--- config.mk ---
export PLATFORM = sky130hd
export DESIGN_NAME = int_flag_gen
export DESIGN_NICKNAME = d
export VERILOG_FILES = /design/src/rtl/ifg_pkg.sv /design/src/rtl/ifg_operand_list.sv /design/src/rtl/ifg_carry_detect.sv /design/src/rtl/ifg_ovf_detect.sv /design/src/rtl/ifg_cr_form.sv /design/src/rtl/int_flag_gen.sv
export SDC_FILE = /design/constraint.sdc
export NUM_CORES = 1
export LEC_CHECK = 0
export BUFFER_PORTS_ARGS = -buffer_cell sky130_fd_sc_hd__buf_2
export CORE_MARGIN = 1.5
export CORE_UTILIZATION = 23
export DETAILED_ROUTE_END_ITERATION = 12
export GPL_TIMING_DRIVEN = 0
export PLACE_DENSITY = 0.49
export SKIP_LAST_GASP = 1
export SLEW_MARGIN = 20
export SYNTH_ARGS = -nofsm -noshare
export SYNTH_HDL_FRONTEND = slang
export SYNTH_HIERARCHICAL = 1
export SYNTH_SLANG_ARGS = --single-unit
--- constraint.sdc ---
create_clock -name clk -period 2.9 [get_ports clk]
set_input_delay 0.58 -clock clk [delete_from_list [all_inputs] [get_ports clk]]
set_output_delay 0.58 -clock clk [all_outputs]
set_load 0.03 [all_outputs]
--- src/rtl/ifg_pkg.sv ---
package ifg_pkg;

  typedef struct packed {
    logic so;
    logic ov32;
    logic ov;
    logic ca32;
    logic ca;
  } ifg_flags_t;

  localparam int IFG_DONE_CA   = 0;
  localparam int IFG_DONE_CA32 = 1;

endpackage

--- src/rtl/ifg_operand_list.sv ---
module ifg_operand_list #(
  parameter  int XLEN = 64,
  parameter  int NSRC = 3,
  localparam int CNTW = $clog2(NSRC + 1),
  localparam int NENT = NSRC + 1
) (
  input  logic [NSRC-1:0][XLEN-1:0] src,
  input  logic [CNTW-1:0]           src_cnt,
  input  logic                      inv_first,
  input  logic                      imm_vld,
  input  logic [XLEN-1:0]           imm,
  output logic [NENT-1:0][XLEN-1:0] ent,
  output logic [NENT-1:0]           ent_vld,
  output logic [XLEN-1:0]           pair_x,
  output logic [XLEN-1:0]           pair_y,
  output logic                      pair_ok
);

  // source slots: prefix of src_cnt entries, first one optionally inverted
  for (genvar g = 0; g < NSRC; g++) begin : g_slot
    if (g == 0) begin : g_first
      assign ent[g] = inv_first ? ~src[g] : src[g];
    end else begin : g_rest
      assign ent[g] = src[g];
    end
    assign ent_vld[g] = (src_cnt > CNTW'(g));
  end

  // immediate is the last slot
  assign ent[NSRC]     = imm;
  assign ent_vld[NSRC] = imm_vld;

  // pick the first two valid entries for the sign-overflow rule
  always_comb begin
    int hits;
    hits   = 0;
    pair_x = '0;
    pair_y = '0;
    for (int i = 0; i < NENT; i++) begin
      if (ent_vld[i]) begin
        if (hits == 0) begin
          pair_x = ent[i];
        end else if (hits == 1) begin
          pair_y = ent[i];
        end
        if (hits < 2) begin
          hits = hits + 1;
        end
      end
    end
    pair_ok = (hits == 2);
  end

endmodule

--- src/rtl/ifg_carry_detect.sv ---
module ifg_carry_detect #(
  parameter int XLEN = 64,
  parameter int NENT = 4,
  parameter int CW   = 64
) (
  input  logic [NENT-1:0][XLEN-1:0] ent,
  input  logic [NENT-1:0]           ent_vld,
  input  logic [XLEN-1:0]           res,
  output logic                      carry
);

  logic [NENT-1:0] above;

  for (genvar i = 0; i < NENT; i++) begin : g_cmp
    assign above[i] = ent_vld[i] && (ent[i][CW-1:0] > res[CW-1:0]);
  end

  assign carry = |above;

endmodule

--- src/rtl/ifg_ovf_detect.sv ---
module ifg_ovf_detect #(
  parameter  int XLEN = 64,
  localparam int HALF = XLEN / 2
) (
  input  logic [XLEN-1:0] pair_x,
  input  logic [XLEN-1:0] pair_y,
  input  logic            pair_ok,
  input  logic [XLEN-1:0] res,
  input  logic            div_vld,
  input  logic            div_ovf,
  output logic            ov_full,
  output logic            ov_half,
  output logic            ov_known
);

  logic [1:0] ov_w;

  // index 0: full width, index 1: low half
  for (genvar w = 0; w < 2; w++) begin : g_width
    localparam int SB = (w == 0) ? XLEN - 1 : HALF - 1;
    logic sign_rule;
    assign sign_rule = pair_ok && (pair_x[SB] == pair_y[SB]) && (res[SB] != pair_x[SB]);
    assign ov_w[w]   = div_vld ? div_ovf : sign_rule;
  end

  assign ov_full  = ov_w[0];
  assign ov_half  = ov_w[1];
  assign ov_known = div_vld | pair_ok;

endmodule

--- src/rtl/ifg_cr_form.sv ---
module ifg_cr_form #(
  parameter int XLEN = 64
) (
  input  logic [XLEN-1:0] res,
  input  logic            so_in,
  output logic [3:0]      cr
);

  logic is_neg;
  logic is_zero;

  assign is_neg  = res[XLEN-1];
  assign is_zero = (res == '0);
  assign cr      = {is_neg, ~is_neg & ~is_zero, is_zero, so_in};

endmodule

--- src/rtl/int_flag_gen.sv ---
module int_flag_gen
  import ifg_pkg::*;
#(
  parameter  int XLEN = 64,
  localparam int NSRC = 3,
  localparam int NENT = NSRC + 1,
  localparam int CNTW = $clog2(NSRC + 1)
) (
  input  logic            clk,
  input  logic            rst_n,
  input  logic            upd_en,
  input  logic [XLEN-1:0] src_a,
  input  logic [XLEN-1:0] src_b,
  input  logic [XLEN-1:0] src_c,
  input  logic [CNTW-1:0] src_cnt,
  input  logic            inv_first,
  input  logic            imm_vld,
  input  logic [XLEN-1:0] imm_val,
  input  logic [XLEN-1:0] result,
  input  logic            div_vld,
  input  logic            div_ovf,
  input  logic            carry_en,
  input  logic            oe_en,
  input  logic            oe_vld,
  input  logic            rc_en,
  input  logic [1:0]      done_mask,
  output logic            ca_o,
  output logic            ca32_o,
  output logic            ov_o,
  output logic            ov32_o,
  output logic            so_o,
  output logic [3:0]      cr0_o
);

  logic [NSRC-1:0][XLEN-1:0] src_vec;
  logic [NENT-1:0][XLEN-1:0] ent;
  logic [NENT-1:0]           ent_vld;
  logic [XLEN-1:0]           pair_x;
  logic [XLEN-1:0]           pair_y;
  logic                      pair_ok;
  logic                      carry_full;
  logic                      carry_half;
  logic                      ov_full;
  logic                      ov_half;
  logic                      ov_known;
  logic [3:0]                cr_calc;

  ifg_flags_t flg_q, flg_d;
  logic [3:0] cr_q, cr_d;
  logic       flg_ce, cr_ce;

  assign src_vec = {src_c, src_b, src_a};

  ifg_operand_list #(.XLEN(XLEN), .NSRC(NSRC)) u_list (
    .src       (src_vec),
    .src_cnt   (src_cnt),
    .inv_first (inv_first),
    .imm_vld   (imm_vld),
    .imm       (imm_val),
    .ent       (ent),
    .ent_vld   (ent_vld),
    .pair_x    (pair_x),
    .pair_y    (pair_y),
    .pair_ok   (pair_ok)
  );

  ifg_carry_detect #(.XLEN(XLEN), .NENT(NENT), .CW(XLEN)) u_carry_full (
    .ent     (ent),
    .ent_vld (ent_vld),
    .res     (result),
    .carry   (carry_full)
  );

  ifg_carry_detect #(.XLEN(XLEN), .NENT(NENT), .CW(XLEN / 2)) u_carry_half (
    .ent     (ent),
    .ent_vld (ent_vld),
    .res     (result),
    .carry   (carry_half)
  );

  ifg_ovf_detect #(.XLEN(XLEN)) u_ovf (
    .pair_x   (pair_x),
    .pair_y   (pair_y),
    .pair_ok  (pair_ok),
    .res      (result),
    .div_vld  (div_vld),
    .div_ovf  (div_ovf),
    .ov_full  (ov_full),
    .ov_half  (ov_half),
    .ov_known (ov_known)
  );

  ifg_cr_form #(.XLEN(XLEN)) u_cr (
    .res   (result),
    .so_in (flg_d.so),
    .cr    (cr_calc)
  );

  // next-state
  always_comb begin
    flg_d = flg_q;
    if (carry_en && !done_mask[IFG_DONE_CA]) begin
      flg_d.ca = carry_full;
    end
    if (carry_en && !done_mask[IFG_DONE_CA32]) begin
      flg_d.ca32 = carry_half;
    end
    if (oe_en && oe_vld && ov_known) begin
      flg_d.ov   = ov_full;
      flg_d.ov32 = ov_half;
      flg_d.so   = flg_q.so | ov_full;
    end
  end

  assign cr_d   = cr_calc;
  assign flg_ce = upd_en;
  assign cr_ce  = upd_en & rc_en;

  // registers
  always_ff @(posedge clk or negedge rst_n) begin
    if (!rst_n) begin
      flg_q <= '0;
      cr_q  <= '0;
    end else begin
      if (flg_ce) begin
        flg_q <= flg_d;
      end
      if (cr_ce) begin
        cr_q <= cr_d;
      end
    end
  end

  assign ca_o   = flg_q.ca;
  assign ca32_o = flg_q.ca32;
  assign ov_o   = flg_q.ov;
  assign ov32_o = flg_q.ov32;
  assign so_o   = flg_q.so;
  assign cr0_o  = cr_q;

endmodule

==> metrics <==
first-pass GRT wire length 66.7 mm; initial antenna violation count 7; DR DRC count 0; Crit path required time 3.02 ns; RSZ-0062 raised after global routing yes; Critical path origin inv_first; die span in y 227 um; clk_skew 0.000712 ns; RR Startpoint so_o; CP top delay family simple AND/OR/NAND/NOR gates; CP Class input port to flip-flop; num rows 81; failing checks negative setup slack; largest stage delay on the critical path 0.60 ns; die area 51,500 sq um; Max Fclk 318 MHz; placed inst area 13,200 sq um; fin area 14,600 sq um; status finished with violations; final setup vio count 2; Switch Pwr 1.38 mW; fin worst setup slack -0.245 ns; WP buf/inv 2; final setup TNS -0.469 ns; Min Clock Period, post-route 3.14 ns; clk slew on worst S/H paths 0.04 ns; Final Hold Slack 0.205 ns; Yosys warning count 6; internal power 1.39 mW; wirelength, routed 47.9 mm; share of cells above drive strength 1 0.339; utilization after layout 0.297; largest net degree at the start of global routing 12; crit path DAT 3.26 ns; Mean Syn Cell Area 7.98 sq um; HPWL Detailed 42.3 mm; number of global-route vias before repair 11,100; I/O pins 344; grt total ovfl 0; crit path max fanout 6; 1st-iter DRT viols 504; final hold vios 0; HP Class input port to async pin; worst skew pair latency 0.23 ns; static leakage 7.23 nW; final-report max-slew violation count 0; clk sinks 9; DRT Pass-1 Iters 7; Crit-path slowest cell or4_4; layout filler cell count 5,346; cells after synthesis 1,446; Max-slew headroom 0.368; drt via density 4.82; Worst IR Drop VDD 0.000191 V; Die Width 227 um; mapped cell area 11,500 sq um; sequential power share 0.061; syn_nets 2,165; switch share 0.498; Comb pwr share 0.851; total power 2.77 mW; nets@finish 2,349; Least-Margin Pin Slew 0.939 ns; Cell Pwr Density 189 nW/um^2; Max Cap Viol 0; antenna-violating nets left 0; DR WL/cell 20.8 um; Critical Path Source Type input port; core area 49,300 sq um; CP cell instances buf_16, buf_16, xor2_4, ha_1, nand4_1, or4_4, o21ai_2, a21oi_1, a31oi_1, nand4_1, mux2_4; Root Buffer clkbuf_16; All-Layer GR Usage 0.175; Crit. End Element flip-flop; Num CTS Buffers 3; CTS Hold Buffers Added 0; area delta synth->final 26.8%; Vias 11,100; Tcrit/Tclk final 1.08; TritonCTS clock tree yes; Clk pwr share 0.088; I/O Buffers 153; H-Tree Depth 1; GP Congestion 0.896; Initial Util 0.234; Clock Tree Buf Depth 2
-- path summary, 6_finish.rpt --
path	end	slack, ns	depth (start not counted)
hold / removal	ca32_o	0.21	1
max in group asynchronous	ov32_o	2.50	1
hold reg to reg	ov_o	0.50	1
min in group clk	ov_o	0.50	1
setup reg to reg	cr0_o[0]	1.83	3
setup / recovery	ca32_o	-0.24	11
-- routing by layer --
layer	vias up	global-route usage	wire [um]
met2	324	0.300	22600
li1	5560	-	-
met3	48	0.0205	2460
met1	5135	0.232	21800
met5	-	0	24
met4	4	0.0425	1030
-- power groups by stage --
stage                     clock network, mW  registers [mW]  logic (mW)
after CTS                             0.253           0.169        2.19
after global routing                  0.261           0.172        2.62
after floorplan                           0           0.222        1.38
after detailed placement                  0           0.171        2.10
final                                 0.245           0.169        2.35
after global placement                    0           0.170        2.05
-- area by class of cell --
cell class                 count  area, sq um  area share
inverter                     117          482      0.0329
timing repair buffer         179         1080      0.0740
multi-input combinational   1098        10200       0.699
antenna                        6         15.0     0.00103
buffer                       222         1700       0.116
clock buffer                   3         75.1     0.00513
tap                          664          831      0.0568
clock inverter                 1         5.00    0.000342
sequential                     9          225      0.0154
-- timing repair --
| action | 4_1_cts | 5_1_grt |
|---|---|---|
| gates cloned | 1 | 2 |
| resized for setup | 62 | 146 |
| pin swaps | 18 | 43 |
| endpoints found under the setup margin | 2 | 2 |
| buffers inserted | 7 | 16 |
-- through the flow --
| stage | instances | setup slack, ns |
|---|---|---|
| after floorplan | 1446 | 0.00719 |
| final | 2299 | -0.245 |
| after detailed placement | 2263 | -1.42 |
| after global placement | 2263 | -1.38 |
| after CTS | 2275 | -0.327 |
| after global routing | 2297 | -0.344 |
-- layout by cell type, fill, tap and decap left out, types with 8 or more instances in the layout --
| master | count |
|---|---|
| xor2_4 | 9 |
| buf_4 | 225 |
| nor4_2 | 8 |
| xor2_2 | 10 |
| a221o_1 | 8 |
| nor2_1 | 16 |
| nand2_1 | 79 |
| inv_2 | 28 |
| ha_1 | 352 |
| ha_4 | 32 |
| nor2b_1 | 10 |
| o21ai_1 | 8 |
| buf_6 | 9 |
| nand3_1 | 41 |
| nor4_1 | 18 |
| o211ai_1 | 12 |
| buf_2 | 143 |
| a211oi_1 | 8 |
| clkbuf_1 | 13 |
| dfrtp_1 | 9 |
| inv_4 | 10 |
| inv_1 | 75 |
| xor2_1 | 45 |
| o21ai_0 | 38 |
| a21oi_1 | 154 |
| nand4_1 | 85 |
| a21o_1 | 33 |
-- registers in the layout, summed over array words and instances (netlist names) --
name    cells
so_o        1
ca32_o      1
ov_o        1
cr0_o       4
ca_o        1
ov32_o      1
Note: power is estimated with default switching activity, not from simulation.
